`src/rtl/fsp_pkg.sv`:
```
package fsp_pkg;
  localparam int ADDR_W   = 24;
  localparam int ARR_AW   = 19;
  localparam int NUM_SECT = 11;
  localparam int N_KIND   = 3;
  localparam int K_SET    = 0;
  localparam int K_CLR    = 1;
  localparam int K_STAT   = 2;
  localparam int LOCK_POS = 7;
  localparam int GLB_LO   = 2;
  localparam int GLB_HI   = 5;

  typedef enum logic [1:0] {
    BLK_4K  = 2'b00,
    BLK_32K = 2'b01,
    BLK_64K = 2'b10,
    BLK_64X = 2'b11
  } blk_e;

  typedef enum logic [1:0] {
    SUM_NONE = 2'b00,
    SUM_SOME = 2'b01,
    SUM_ALL  = 2'b11
  } sum_e;

  // Start byte of each sector; sectors below 7 are 64 KB apart.
  function automatic logic [ARR_AW:0] sect_base(input int idx);
    logic [ARR_AW:0] b;
    if (idx < 7)       b = 20'(idx) << 16;
    else if (idx == 7) b = 20'h70000;
    else if (idx == 8) b = 20'h78000;
    else if (idx == 9) b = 20'h7A000;
    else               b = 20'h7C000;
    return b;
  endfunction

  function automatic logic [ARR_AW:0] sect_size(input int idx);
    logic [ARR_AW:0] s;
    if (idx < 7)       s = 20'h10000;
    else if (idx == 7) s = 20'h08000;
    else if (idx < 10) s = 20'h02000;
    else               s = 20'h04000;
    return s;
  endfunction
endpackage

```
`src/rtl/fsp_span_decode.sv`:
```
module fsp_span_decode
  import fsp_pkg::*;
#(
  parameter int AW    = ADDR_W,
  parameter int IN_AW = ARR_AW,
  parameter int NS    = NUM_SECT
) (
  input  logic [AW-1:0] addr,
  input  blk_e          blk,
  output logic [NS-1:0] hit_mask
);
  localparam int LW = IN_AW + 1;

  logic [LW-1:0] blk_len;
  logic [LW-1:0] blk_lo;
  logic [LW-1:0] blk_hi;
  logic          unused_hi;

  assign unused_hi = ^addr[AW-1:IN_AW];

  always_comb begin
    unique case (blk)
      BLK_4K:  blk_len = LW'(1) << 12;
      BLK_32K: blk_len = LW'(1) << 15;
      default: blk_len = LW'(1) << 16;
    endcase
    blk_lo = {1'b0, addr[IN_AW-1:0]} & ~(blk_len - LW'(1));
    blk_hi = blk_lo + blk_len;
  end

  for (genvar i = 0; i < NS; i++) begin : g_sect
    localparam logic [LW-1:0] S_LO = LW'(sect_base(i));
    localparam logic [LW-1:0] S_HI = LW'(sect_base(i) + sect_size(i));
    assign hit_mask[i] = (blk_lo < S_HI) && (S_LO < blk_hi);
  end
endmodule

```
`src/rtl/fsp_prot_store.sv`:
```
module fsp_prot_store
  import fsp_pkg::*;
#(
  parameter int NS = NUM_SECT,
  parameter int NK = N_KIND
) (
  input  logic          clk,
  input  logic          rst_n,
  input  logic          wp_asserted,
  input  logic          set_req,
  input  logic          clr_req,
  input  logic [NS-1:0] req_mask,
  input  logic          stat_wr,
  input  logic [7:0]    stat_data,
  output logic [NS-1:0] prot_vec,
  output logic          lock_bit,
  output logic [NK-1:0] res_acc,
  output logic [NK-1:0] res_ign
);
  logic [NS-1:0] prot_nxt;
  logic          lock_nxt;
  logic [NK-1:0] acc_nxt;
  logic [NK-1:0] ign_nxt;
  logic [GLB_HI-GLB_LO:0] glb_code;
  logic          unused_data;

  assign glb_code    = stat_data[GLB_HI:GLB_LO];
  assign unused_data = ^{stat_data[6], stat_data[1:0]};

  always_comb begin
    prot_nxt = prot_vec;
    lock_nxt = lock_bit;
    acc_nxt  = '0;
    ign_nxt  = '0;
    if (stat_wr) begin
      if (lock_bit && wp_asserted) begin
        ign_nxt[K_STAT] = 1'b1;
      end else begin
        acc_nxt[K_STAT] = 1'b1;
        lock_nxt        = stat_data[LOCK_POS];
        if (!lock_bit) begin
          if (&glb_code)      prot_nxt = '1;
          else if (~|glb_code) prot_nxt = '0;
        end
      end
      ign_nxt[K_SET] = set_req;
      ign_nxt[K_CLR] = clr_req;
    end else if (set_req) begin
      if (lock_bit) ign_nxt[K_SET] = 1'b1;
      else begin
        acc_nxt[K_SET] = 1'b1;
        prot_nxt       = prot_vec | req_mask;
      end
      ign_nxt[K_CLR] = clr_req;
    end else if (clr_req) begin
      if (lock_bit) ign_nxt[K_CLR] = 1'b1;
      else begin
        acc_nxt[K_CLR] = 1'b1;
        prot_nxt       = prot_vec & ~req_mask;
      end
    end
  end

  always_ff @(posedge clk or negedge rst_n) begin
    if (!rst_n) begin
      prot_vec <= '1;
      lock_bit <= 1'b0;
      res_acc  <= '0;
      res_ign  <= '0;
    end else begin
      prot_vec <= prot_nxt;
      lock_bit <= lock_nxt;
      res_acc  <= acc_nxt;
      res_ign  <= ign_nxt;
    end
  end
endmodule

```
`src/rtl/fsp_summary.sv`:
```
module fsp_summary
  import fsp_pkg::*;
#(
  parameter int NS = NUM_SECT
) (
  input  logic [NS-1:0] prot_vec,
  output sum_e          summary
);
  always_comb begin
    if (&prot_vec)       summary = SUM_ALL;
    else if (|prot_vec)  summary = SUM_SOME;
    else                 summary = SUM_NONE;
  end
endmodule

```
`src/rtl/flash_secprot.sv`:
```
module flash_secprot
  import fsp_pkg::*;
#(
  parameter int AW = ADDR_W,
  parameter int NS = NUM_SECT,
  parameter int NK = N_KIND
) (
  input  logic          clk,
  input  logic          rst_n,
  input  logic          wp_asserted,
  input  logic          set_req,
  input  logic          clr_req,
  input  logic [AW-1:0] req_addr,
  input  logic          stat_wr,
  input  logic [7:0]    stat_data,
  input  logic [AW-1:0] query_addr,
  output logic          query_prot,
  input  logic [AW-1:0] erase_addr,
  input  logic [1:0]    erase_size,
  output logic          erase_blocked,
  output logic          lock_bit,
  output logic [1:0]    prot_summary,
  output logic [NK-1:0] res_acc,
  output logic [NK-1:0] res_ign
);
  logic [NS-1:0] prot_vec;
  logic [NS-1:0] req_mask;
  logic [NS-1:0] qry_mask;
  logic [NS-1:0] ers_mask;
  sum_e          summary;

  fsp_span_decode #(.AW(AW), .NS(NS)) u_req_dec (
    .addr(req_addr), .blk(BLK_4K), .hit_mask(req_mask));

  fsp_span_decode #(.AW(AW), .NS(NS)) u_qry_dec (
    .addr(query_addr), .blk(BLK_4K), .hit_mask(qry_mask));

  fsp_span_decode #(.AW(AW), .NS(NS)) u_ers_dec (
    .addr(erase_addr), .blk(blk_e'(erase_size)), .hit_mask(ers_mask));

  fsp_prot_store #(.NS(NS), .NK(NK)) u_store (
    .clk(clk), .rst_n(rst_n), .wp_asserted(wp_asserted),
    .set_req(set_req), .clr_req(clr_req), .req_mask(req_mask),
    .stat_wr(stat_wr), .stat_data(stat_data),
    .prot_vec(prot_vec), .lock_bit(lock_bit),
    .res_acc(res_acc), .res_ign(res_ign));

  fsp_summary #(.NS(NS)) u_sum (.prot_vec(prot_vec), .summary(summary));

  assign query_prot    = |(qry_mask & prot_vec);
  assign erase_blocked = |(ers_mask & prot_vec);
  assign prot_summary  = summary;
endmodule

```
`config.mk`:
```
export PLATFORM = sky130hd
export DESIGN_NAME = flash_secprot
export DESIGN_NICKNAME = d
export VERILOG_FILES = /design/src/rtl/fsp_pkg.sv /design/src/rtl/fsp_span_decode.sv /design/src/rtl/fsp_prot_store.sv /design/src/rtl/fsp_summary.sv /design/src/rtl/flash_secprot.sv
export SDC_FILE = /design/constraint.sdc
export NUM_CORES = 1
export LEC_CHECK = 0
export BUFFER_PORTS_ARGS = -buffer_cell sky130_fd_sc_hd__buf_2
export CORE_ASPECT_RATIO = 1.25
export CORE_MARGIN = 5
export CORE_UTILIZATION = 45
export CTS_BUF_LIST = sky130_fd_sc_hd__clkbuf_8 sky130_fd_sc_hd__clkbuf_16
export DETAILED_ROUTE_END_ITERATION = 6
export PLACE_DENSITY = 0.89
export SLEW_MARGIN = 20
export SYNTH_ARGS = -nofsm -noshare
export SYNTH_HDL_FRONTEND = slang
export SYNTH_SLANG_ARGS = --single-unit
```
`constraint.sdc`:
```
create_clock -name clk -period 6.4 [get_ports clk]
set_input_delay 0.32 -clock clk [delete_from_list [all_inputs] [get_ports clk]]
set_output_delay 0.32 -clock clk [all_outputs]
set_load 0.01 [all_outputs]
```
# After elaboration in Yosys (flattened, before gate mapping)
# Cells that the tools add are included.
# totals
register_bits	18
inputBits	88
output_inout_bits	11
wordCells	156
# classes
addsub	4
n_lt_le_gt_ge	66
n_eq_ne	3
n_mux	26
bitwise	9
reduce_logical	44
# op_table
operator	count
$lt 19x20->1 const A	21
$lt 19x19->1 const B	14
$lt 20x19->1 const B	7
$lt 18x20->1 const A	6
$mux 11	9
$lt 19x18->1 const B	4
$lt 1x20->1 const A	3
$lt 17x20->1 const A	3
$add 19x13->20 const B	2
$lt 19x20->1 const B	2
$lt 20x18->1 const B	2
$lt 19x17->1 const B	2
$logic_and 1x1->1	34
$pmux 17 s2	1
$and 11x11->11	3
$reduce_or 11->1	3
$add 20x17->20	1
$and 19x20->20	1
$lt 20x17->1 const B	1
$lt 20x20->1 const B	1
$not 20->20	1
$sub 17x1->18 const B	1
$mux 1	13
$not 11->11	1
12 further kinds	16

# Logic depth before layout (Yosys ltp)
# depth
depth_word	10
depth_mapped	12
mapped_depth_nobuf	11

# Cells and area by module
# A second synthesis with hierarchy kept.
# unflattened
hier_cells	363
hier_area_um2	2781.4
# by_module_without_submodules
module	n_inst	cells_each	area_each_um2
fsp_span_decode	3	86	546.8
fsp_prot_store	1	83	983.4
flash_secprot	1	14	112.6
fsp_summary	1	8	45.0

# Least setup slack after synthesis
# No wires, ideal clock.
# synth_timing
kind	input to output
startpoint	in erase_size[1]
endpoint	out erase_blocked
arrival_time_ns	2.375
required_ns	6.080
setup_slack_ns	3.705
cell_stages	11
path_cell_list	buf_2 > nor2_2 > inv_1 > ha_1 > and3_1 > a31o_1 > o21ai_1 > nor2b_1 > a31oi_1 > o32ai_1 > nand4_1
# synth_between
elab_chain_cells	10
# synth_rtl
element	line_no	source
start, declared	flash_secprot.sv:19	input logic [1:0] erase_size,
$eq 2x1->1 / $logic_not 2->1 (equally long branches)	fsp_span_decode.sv:22	unique case (blk)
$pmux 17 s2 (*)	fsp_span_decode.sv:22	
$sub 17x1->18	fsp_span_decode.sv:27	blk_lo = {1'b0, addr[IN_AW-1:0]} & ~(blk_len - LW'(1));
$not 20->20	fsp_span_decode.sv:27	
$and 19x20->20	fsp_span_decode.sv:27	
$add 20x17->20	fsp_span_decode.sv:28	blk_hi = blk_lo + blk_len;
$lt 1x20->1 (tied with other cells)	fsp_span_decode.sv:34	assign hit_mask[i] = (blk_lo < S_HI) && (S_LO < blk_hi);
$logic_and 1x1->1	fsp_span_decode.sv:34	
$and 11x11->11 (*)	flash_secprot.sv:51	assign erase_blocked = |(ers_mask & prot_vec);
$reduce_or 11->1 (*)	flash_secprot.sv:51	
end, declared	flash_secprot.sv:20	output logic erase_blocked,
# Every way passes the cells marked *; elsewhere a longest branch is shown, timed or not.

# Worst setup path in the final report
# Same ends and word-level chain as after synthesis.

==> results.json <==
{
  "cp_slowest_cell": "o32ai_1",
  "maxCapViolCount": 0,
  "antenna_found_initial": 0,
  "root_buffer": "clkbuf_8",
  "netlist.area_leader.share": 0.167,
  "drc_errors": 0,
  "drtAntennaViolNets": 0,
  "ys_seq_area_frac": 0.269,
  "hold_viol": 0,
  "r2r_slack_ps": 4910,
  "yosys.area_share.adder": 0.0145,
  "grt_max_degree": 21,
  "max_stage_delay_ps": 330,
  "hold_ws_ps": 263,
  "post_drt_wl_per_cell_um": 14.7,
  "period_needed_ps": 3150,
  "die_w_um": 65.4,
  "firstDrtPassIters": 4,
  "avgSynthCellArea_sq_um": 8.04,
  "syn-cell-area_sq_mm": 0.00173,
  "max_freq_mhz": 317,
  "yosys_most_used_dff": "dfstp_2",
  "cts_max_level": 1,
  "dp.cells": 286,
  "slew_headroom": 0.672,
  "cp_num_buf_inv": 3,
  "grt_use_total": 0.172,
  "ys_warn_count": 0,
  "synthArstFlopShare": 1.00,
  "synthMuxAreaShare": 0.0659,
  "synth_top_area_cell": "dfstp_2",
  "finClkSkew_ps": 8.05,
  "arrival_ps": 2830,
  "period_share": 0.493,
  "wl_mm": 4.28,
  "worst-slew-pin-transition_ps": 492,
  "synth_nets": 305,
  "seqPwrFrac": 0.434,
  "cts_buffers": 3,
  "core_area_sq_mm": 0.00375,
  "leakage_nw": 0.838,
  "power.switching_mw": 0.136,
  "ys_seq_elements": 18,
  "nets": 342,
  "worst_slack_ps": 3250,
  "cts.sinks": 18,
  "grt_overflow": 0,
  "drt_iter0_drc": 107,
  "synth-xor-area-share": 0,
  "synth-simple-area-share": 0.314,
  "p_int_mw": 0.265,
  "synthTopCellsByArea": "dfstp_2 17%, dfrtp_1 10%, a21oi_1 5.8%",
  "slew_violations": 0,
  "cp_cell_sequence": "buf_2, nor2_2, inv_1, ha_1, and3_1, a31o_1, o21ai_1, nor2b_1, a31oi_1, o32ai_1, nand4_1, buf_2",
  "worstSetupPathType": "primary input to primary output",
  "clock_latency_ps": 260,
  "grt_pass1_wl_mm": 7.13,
  "synth_common_cells": "22 x nor2_1, 20 x a21oi_1, 16 x nand2_1, 12 x o21ai_0, 11 x dfstp_2",
  "synth-compound-area-share": 0.293,
  "place_congestion": 0.886,
  "synth_top_family_by_area": "simple AND/OR/NAND/NOR gates",
  "switching_share": 0.340,
  "place_ws_ps": 3260,
  "synth_most_common_cell": "nor2_1",
  "path_delay_family": "compound AO/OA/AOI/OAI gates",
  "rows": 25,
  "cp_max_fo": 11,
  "dpl.hpwl_mm": 3.34,
  "min_from": "wp_asserted",
  "tns_ps": 0,
  "crit_start": "erase_size[1]",
  "dieArea_sq_mm": 0.00519,
  "rsz0062_at_grt": "no",
  "setup_viol": 0,
  "synth_cells": 215,
  "finalPower_mw": 0.401,
  "via_per_inst": 6.08,
  "num_vias": 1770,
  "final_util": 0.533,
  "peakVddDrop_v": 0.000172,
  "clk_pin_slew_ps": 60,
  "grt_pass1_vias": 1646,
  "crit_required_ps": 6080,
  "antenna_cells": 0,
  "tritoncts": "done",
  "ios": 99,
  "postPlaceCellArea_sq_mm": 0.00194,
  "combPwrFrac": 0.332,
  "clkPwrFrac": 0.233,
  "hold_class": "primary input to register",
  "crit_top_cell": "buf_2",
  "status": "completed",
  "fin_cells": 291,
  "worstSetupStartpointType": "primary input",
  "clk_path_buf_depth": 2,
  "area_delta_synth_final_pct": 15.8,
  "die_y_um": 79.3,
  "drive_gt1_frac": 0.303,
  "yosysUniqueCellTypes": 61,
  "portBuffers": 42,
  "r2r-start": "u_store.lock_bit",
  "cp-end-kind": "primary output",
  "synth_edf_count": 0,
  "start_util": 0.460,
  "power_per_cell_area_mw_per_mm2": 200,
  "final_area_sq_mm": 0.00200
}
==> power by group through the flow <==
stage,clock (mW),sequential [mW],combinational [mW]
2_1_floorplan,0,0.167,0.0960
3_3_place_gp,0,0.174,0.128
3_5_place_dp,0,0.176,0.133
4_1_cts,0.0947,0.174,0.134
5_1_grt,0.100,0.178,0.149
6_report,0.0936,0.174,0.133
==> metal layers <==
metal | global-route usage | up-vias | routed length, um | share of wire
met5 | 0 | - | 0 | 0
met4 | 0.0934 | 0 | 124 | 0.029
met3 | 0.0141 | 10 | 241 | 0.056
met2 | 0.301 | 54 | 2140 | 0.50
met1 | 0.203 | 823 | 1770 | 0.41
li1 | - | 883 | - | -
==> final timing paths <==
kind                                      end  depth (start not counted)
min                        u_store.res_acc[2]                          2
max reg2reg                          register                          3
max                             erase_blocked                         12
min reg2reg                          register                          2
max in group asynchronous           async pin                          2
min in group asynchronous  u_store.res_ign[1]                          2
==> layout by cell type, fill, tap and decap left out, types with 3 or more instances in the layout <==
cell type and count:
a21oi_1 20, a31oi_1 7, and2_1 4, buf_2 42, clkbuf_8 4, dfrtp_1 7, dfstp_2 11, inv_1 6
nand2_1 16, nand2b_1 4, nand3_1 10, nand4_1 5, nor2_1 22, nor2b_1 9, nor3_1 4, o21a_1 4
o21ai_0 12, o21ai_1 3, o22a_1 6, o31ai_1 4
==> final cells by class <==
| cell class | count | area, sq um |
|---|---|---|
| Inverter | 6 | 22.5 |
| Sequential cell | 18 | 464 |
| Timing Repair Buffer | 43 | 220 |
| Fill cell | 380 | 1750 |
| Tap cell | 40 | 50.0 |
| Multi-Input combinational cell | 180 | 1190 |
| Clock buffer | 4 | 55.1 |
==> worst reg2reg max path, delay by kind of cell (launching register included) <==
| kind | cells | cell delay, ps |
|---|---|---|
| compound gates | 2 | 600 |
| flops | 1 | 500 |
| mux | 1 | 320 |
==> cell families after synthesis <==
family / after synthesis
compound gates: 74
fa+ha+maj: 2
buf+inv: 17
flops: 18
mux: 8
simple gates: 96
==> repair_timing <==
| action | 4_1_cts | 5_1_grt |
|---|---|---|
| resized for setup | 0 | 0 |
| hold endpoints to repair | 7 | 0 |
| hold buffers | 1 | 0 |
| setup buffers | 0 | 0 |
(Power assumes the default switching activity.)
